===== src/rtl/pd_pkg.sv =====
package pd_pkg;
  typedef enum logic [1:0] {
    ST_IDLE   = 2'd0,
    ST_WATCH  = 2'd1,
    ST_YIELD  = 2'd2,
    ST_LOCKED = 2'd3
  } pd_state_e;

  localparam int unsigned SPEED_N     = 2;  // index 0: 10 Mb/s, index 1: 100 Mb/s
  localparam int unsigned ABIL_W      = 8;
  localparam int unsigned BIT_10M     = 5;
  localparam int unsigned BIT_100M    = 7;
  localparam logic [4:0]  SEL_IEEE    = 5'b00001;
endpackage


===== src/rtl/pd_link_qual.sv =====
module pd_link_qual #(
  parameter int unsigned CNT_W = 16
) (
  input  logic             clk,
  input  logic             rst_n,
  input  logic             clr,
  input  logic             link_ok,
  input  logic [CNT_W-1:0] limit,
  output logic             qualified
);
  logic [CNT_W-1:0] run_cnt;

  always_ff @(posedge clk or negedge rst_n) begin
    if (!rst_n) begin
      run_cnt <= '0;
    end else if (clr || !link_ok) begin
      run_cnt <= '0;
    end else if (run_cnt < limit) begin
      run_cnt <= run_cnt + 1'b1;
    end
  end

  assign qualified = link_ok && (run_cnt >= limit);

  // a low sample or a clear restarts the run
  p_run_restart_r2: assert property (@(posedge clk) disable iff (!rst_n)
    (clr || !link_ok) |=> (run_cnt == '0));

  // with a non-zero limit, qualification needs an earlier high sample
  p_qual_needs_history_r2: assert property (@(posedge clk) disable iff (!rst_n)
    (qualified && limit != '0) |-> $past(link_ok));
endmodule


===== src/rtl/pd_sticky_flag.sv =====
module pd_sticky_flag (
  input  logic clk,
  input  logic rst_n,
  input  logic set,
  input  logic rd_clear,
  output logic flag
);
  always_ff @(posedge clk or negedge rst_n) begin
    if (!rst_n)        flag <= 1'b0;
    else if (set)      flag <= 1'b1;
    else if (rd_clear) flag <= 1'b0;
  end

  p_fault_set_r6: assert property (@(posedge clk) disable iff (!rst_n)
    set |=> flag);

  p_fault_read_clear_r7: assert property (@(posedge clk) disable iff (!rst_n)
    (rd_clear && !set) |=> !flag);

  p_fault_sticky_r7: assert property (@(posedge clk) disable iff (!rst_n)
    (flag && !rd_clear) |=> flag);
endmodule


===== src/rtl/pd_resolve_fsm.sv =====
module pd_resolve_fsm
  import pd_pkg::*;
(
  input  logic               clk,
  input  logic               rst_n,
  input  logic               clr,
  input  logic               page_seen,
  input  logic [SPEED_N-1:0] good,
  output logic [ABIL_W-1:0]  lp_ability,
  output logic               an_done,
  output logic               lp_an_able,
  output logic               dual_fault
);
  pd_state_e state_q, state_d;
  logic [ABIL_W-1:0] abil_d;
  logic done_d, able_d;
  logic only10, only100;

  assign only10  = good[0] && !good[1];
  assign only100 = good[1] && !good[0];
  assign dual_fault = (state_q == ST_WATCH) && !clr && !page_seen && (&good);

  always_comb begin
    state_d = state_q;
    abil_d  = lp_ability;
    done_d  = an_done;
    able_d  = lp_an_able;
    if (clr) begin
      state_d = ST_IDLE;
      abil_d  = '0;
      done_d  = 1'b0;
      able_d  = 1'b0;
    end else begin
      unique case (state_q)
        ST_IDLE:  state_d = ST_WATCH;
        ST_WATCH: begin
          if (page_seen) begin
            state_d = ST_YIELD;
            able_d  = 1'b1;
          end else if (only10 || only100) begin
            state_d          = ST_LOCKED;
            abil_d           = '0;
            abil_d[4:0]      = SEL_IEEE;
            abil_d[BIT_10M]  = only10;
            abil_d[BIT_100M] = only100;
            done_d           = 1'b1;
          end
        end
        ST_YIELD:  state_d = ST_YIELD;
        ST_LOCKED: state_d = ST_LOCKED;
        default:   state_d = ST_IDLE;
      endcase
    end
  end

  always_ff @(posedge clk or negedge rst_n) begin
    if (!rst_n) begin
      state_q    <= ST_IDLE;
      lp_ability <= '0;
      an_done    <= 1'b0;
      lp_an_able <= 1'b0;
    end else begin
      state_q    <= state_d;
      lp_ability <= abil_d;
      an_done    <= done_d;
      lp_an_able <= able_d;
    end
  end

  p_single_speed_r3: assert property (@(posedge clk) disable iff (!rst_n)
    $onehot0({lp_ability[BIT_100M], lp_ability[BIT_10M]}));

  p_done_image_r5: assert property (@(posedge clk) disable iff (!rst_n)
    an_done |-> (lp_ability[4:0] == SEL_IEEE && !lp_an_able));

  p_clear_r8: assert property (@(posedge clk) disable iff (!rst_n)
    clr |=> (!an_done && lp_ability == '0 && !lp_an_able));

  p_yield_hold_r9: assert property (@(posedge clk) disable iff (!rst_n)
    (state_q == ST_YIELD && !clr) |=> ($stable(lp_ability) && $stable(an_done)));

  p_locked_hold_r10: assert property (@(posedge clk) disable iff (!rst_n)
    (state_q == ST_LOCKED && !clr) |=> ($stable(lp_ability) && an_done));

  p_dual_no_done_r6: assert property (@(posedge clk) disable iff (!rst_n)
    (dual_fault && !an_done) |=> !an_done);
endmodule


===== src/rtl/pd_parallel_detect.sv =====
module pd_parallel_detect
  import pd_pkg::*;
#(
  parameter int unsigned CNT_W = 16
) (
  input  logic             clk,
  input  logic             rst_n,
  input  logic             an_enable,
  input  logic             an_restart,
  input  logic             page_seen,
  input  logic             link10_ok,
  input  logic             link100_ok,
  input  logic [CNT_W-1:0] qual_cycles,
  input  logic             exp_rd,
  output logic [7:0]       lp_ability,
  output logic             exp_lp_an_able,
  output logic             exp_pd_fault,
  output logic             bmsr_an_complete
);
  logic               clr;
  logic [SPEED_N-1:0] link_vec;
  logic [SPEED_N-1:0] good_vec;
  logic               dual_fault;

  assign clr      = !an_enable || an_restart;
  assign link_vec = {link100_ok, link10_ok};

  for (genvar s = 0; s < SPEED_N; s++) begin : g_qual
    pd_link_qual #(.CNT_W(CNT_W)) u_qual (
      .clk       (clk),
      .rst_n     (rst_n),
      .clr       (clr),
      .link_ok   (link_vec[s]),
      .limit     (qual_cycles),
      .qualified (good_vec[s])
    );
  end

  pd_resolve_fsm u_fsm (
    .clk        (clk),
    .rst_n      (rst_n),
    .clr        (clr),
    .page_seen  (page_seen),
    .good       (good_vec),
    .lp_ability (lp_ability),
    .an_done    (bmsr_an_complete),
    .lp_an_able (exp_lp_an_able),
    .dual_fault (dual_fault)
  );

  pd_sticky_flag u_fault (
    .clk      (clk),
    .rst_n    (rst_n),
    .set      (dual_fault),
    .rd_clear (exp_rd),
    .flag     (exp_pd_fault)
  );

  // fresh out of reset nothing is resolved
  p_reset_quiet_r1: assert property (@(posedge clk)
    !rst_n |=> (lp_ability == 8'h00 && !bmsr_an_complete && !exp_pd_fault));
endmodule


===== config.mk =====
export PLATFORM = sky130hd
export DESIGN_NAME = pd_parallel_detect
export DESIGN_NICKNAME = d
export VERILOG_FILES = /design/src/rtl/pd_pkg.sv /design/src/rtl/pd_link_qual.sv /design/src/rtl/pd_sticky_flag.sv /design/src/rtl/pd_resolve_fsm.sv /design/src/rtl/pd_parallel_detect.sv
export SDC_FILE = /design/constraint.sdc
export NUM_CORES = 1
export LEC_CHECK = 0
export BUFFER_PORTS_ARGS = -buffer_cell sky130_fd_sc_hd__buf_4
export CORE_UTILIZATION = 59
export DETAILED_ROUTE_END_ITERATION = 10
export GPL_TIMING_DRIVEN = 0
export PLACE_DENSITY = 0.81
export SLEW_MARGIN = 15
export SYNTH_ARGS = -nofsm -noshare
export SYNTH_HDL_FRONTEND = slang
export SYNTH_SLANG_ARGS = --single-unit

===== constraint.sdc =====
create_clock -name clk -period 3.37 [get_ports clk]
set_clock_uncertainty 0.1 [all_clocks]
set_input_delay 0.1685 -clock clk [delete_from_list [all_inputs] [get_ports clk]]
set_output_delay 0.1685 -clock clk [all_outputs]
set_load 0.02 [all_outputs]

==> impl_metrics.json <==
{
  "clkTransAtPathRegs_ns": 0.07,
  "drc": 0,
  "crit_top_cell": "ha_1",
  "std_cell_rows": 25,
  "insertedDiodeCount": 0,
  "nets": 434,
  "start_kind": "flip-flop",
  "antenna_found_initial": 0,
  "fillers": 387,
  "die_h_um": 71.7,
  "required_ns": 3.44,
  "slew_headroom": 0.637,
  "io_buffers": 29,
  "gp_congestion": 0.824,
  "setup_viol": 0,
  "ios": 35,
  "die_area_um2": 5150,
  "min_period_ns": 3.21,
  "layout-drive-gt1-share": 0.155,
  "synth-seq-cells": 39,
  "cts.sinks": 39,
  "dpl_cell_area_um2": 3170,
  "num_vias": 2612,
  "grt.busiest_layer": "met2",
  "syn_area_um2": 2870,
  "post_cts_buffers": 0,
  "final-max-slew-violation-count": 0,
  "status": "complete, no violations",
  "drt-initial-drc-count": 119,
  "h-tree-depth": 2,
  "grt_pass1_wl_um": 10900,
  "use_met2": 0.452,
  "p_per_area_nw_per_um2": 275,
  "initial_core_util": 0.611,
  "grtUsageMet3": 0.0534,
  "post-route-util": 0.705,
  "yosysWarnings": 0,
  "timing.critical_path.cells": "ha_1 > nand4_1 > nor4_2 > o21ai_0 > nand3_2 > clkbuf_4 > o21ai_1 > ha_1 > nor2b_2 > mux2i_1 > nor2_1",
  "avgSynthCellArea_um2": 8.64,
  "final_antenna_net_count": 0,
  "clk_latency_ns": 0.29,
  "grt_usage": 0.269,
  "hold_path_class": "input pin to flip-flop",
  "globalRouteMet1Util": 0.358,
  "hold_viol": 0,
  "critPathArrivalTime_ns": 3.29,
  "fmax_ghz": 0.311,
  "min_period_over_period": 0.954,
  "synthCells": 332,
  "crit_path_top_delay_cell": "dfrtp_1",
  "cts_made_buffers": 5,
  "wl_um": 6600,
  "cpPeakStageDelay_ns": 0.43,
  "die_x_um": 71.7,
  "worst_setup_path_end_kind": "flip-flop",
  "drv_cap": 0,
  "fin_area_um2": 3310,
  "yosysUniqueCellTypes": 42,
  "leakage_nw": 1.56,
  "clk_path_buf_depth": 2,
  "drt-vias-per-instance": 6.10,
  "cp_max_fo": 11,
  "grt-ovfl-total": 0,
  "clockRootBuffer": "clkbuf_8",
  "cts_tree": "built",
  "ir_drop_mv": 0.205,
  "drtPass1Iterations": 4,
  "worst_pin_slew_ns": 0.541,
  "core_area_um2": 4690,
  "grt_max_degree": 40,
  "area_growth_pct": 15.3,
  "fin_setup_tns_ns": 0,
  "grt_pass1_vias": 2414,
  "hpwlAfterDp_um": 5050,
  "wl_per_cell_um": 15.4,
  "yosysSeqAreaShare": 0.340,
  "critPathKind": "flip-flop to flip-flop"
}
[worst paths after layout]
path / cells after the start / startpoint / slack [ns] / endpoint
max in group asynchronous: 2 / rst_n / 2.51 / g_qual[1].u_qual.run_cnt[1]
worst min-delay path: 4 / page_seen / 0.11 / u_fault.flag
worst min register to register: 2 / u_fsm.lp_an_able / 0.42 / u_fsm.lp_an_able
worst max-delay path: 11 / g_qual[0].u_qual.run_cnt[13] / 0.16 / u_fsm.lp_ability[7]
worst max register to register: 11 / g_qual[0].u_qual.run_cnt[13] / 0.16 / u_fsm.lp_ability[7]
min in group asynchronous: 2 / rst_n / 0.29 / g_qual[0].u_qual.run_cnt[14]
[cells in the mapped netlist (all sizes together)]
library cell	number	area [µm²]
a211oi	1	7.51
a21o	1	7.51
a21oi	38	194
a22oi	1	7.51
a31o	1	8.76
and2	4	27.5
and2b	1	8.76
and3	4	27.5
and3b	1	8.76
and4	1	8.76
buf	10	65.1
clkbuf	7	26.3
conb	1	3.75
dfrtp	39	976
ha	37	463
inv	25	93.8
mux2i	5	50.1
nand2	27	101
nand2b	6	37.5
nand3	16	80.1
nand4	14	87.6
nor2	16	60.1
nor2b	3	18.8
nor3	3	15.0
nor3b	1	7.51
nor4	2	12.5
o211ai	2	15.0
o21a	2	15.0
o21ai	16	80.1
o311ai	1	8.76
o31a	1	8.76
o31ai	16	120
o41ai	1	8.76
or2	1	6.26
or3	6	37.5
or4	19	146
xnor2	2	17.5
[per-stage QoR]
step / std cells / power [W] / worst slack [ns] / hold WS [ns]
floorplan: 336 / 0.000530 / 0.407 / -0.227
global placement: 419 / 0.000570 / -0.151 / 0.0786
detailed placement: 419 / 0.000574 / -0.161 / 0.0837
CTS: 428 / 0.000918 / 0.0595 / 0.103
global route: 428 / 0.000946 / -0.0575 / 0.135
finish: 428 / 0.000909 / 0.156 / 0.115
[critical path: cells and delay by family (launching register included)]
family | cells | cell delay [ns]
and+or+nand+nor | 5 | 1.09
adders and majority gates | 2 | 0.66
DFF | 1 | 0.43
AOI/OAI and AO/OA | 2 | 0.33
buffers and inverters | 1 | 0.26
muxes | 1 | 0.21
[registers in the layout, indices dropped and copies added, names as in the netlist]
signal	count
u_fault.flag	1
u_fsm.lp_an_able	1
u_fsm.lp_ability	3
u_fsm.state_q	2
g_qual.u_qual.run_cnt	32
[cell usage in the layout, fill, tap and decap left out, types with 2 or more instances in the layout]
master / n
nand2b_1: 6
or3_1: 6
and3_2: 2
a21oi_1: 37
xnor2_1: 2
nand4_1: 14
o21a_1: 2
clkbuf_1: 7
or4_1: 18
and3_1: 2
mux2i_1: 5
nor2_1: 16
nand3_1: 15
dlygate4sd3_1: 2
nor3_1: 2
o211ai_1: 2
buf_2: 3
ha_1: 37
inv_1: 25
clkbuf_8: 7
and2_1: 3
o31ai_1: 16
buf_4: 35
nor2b_1: 2
dfrtp_1: 39
o21ai_0: 15
conb_1: 5
nand2_1: 27
[kinds of logic after synthesis]
logic type	count (synthesis)	share of synthesized area
compound gates	81	0.168
simple gates	125	0.241
xor+xnor	2	0.00611
fa+ha+maj	37	0.161
mux	5	0.0174
flops	39	0.340
other cells	1	0.00131
buf+inv	42	0.0645
[per-layer routing]
layer	up-vias	wire length, µm
met2	74	3250
li1	1297	-
met1	1232	2940
met4	0	64
met3	9	342
met5	-	0
[what timing repair did]
| action | 4_1_cts | 5_1_grt |
|---|---|---|
| cloned | 0 | 0 |
| hold endpoints to repair | 40 | 0 |
| setup endpoints to repair | 3 | 3 |
| hold buffers | 2 | 0 |
| resized for setup | 1 | 5 |
[power by group]
part | switching [W] | internal [W]
combinational | 0.0000520 | 0.0000412
sequential | 0.00000312 | 0.000470
clock | 0.000156 | 0.000187
[area by class of cell]
| cell class | count | area (µm²) | area share |
|---|---|---|---|
| inverter | 25 | 93.8 | 0.0284 |
| tap | 54 | 67.6 | 0.0204 |
| buffer | 16 | 90.1 | 0.0272 |
| timing repair buffer | 31 | 238 | 0.0719 |
| clock buffer | 8 | 100 | 0.0303 |
| sequential | 39 | 976 | 0.295 |
| multi-input combinational | 255 | 1740 | 0.527 |
Power figures use the tool's default switching activity.
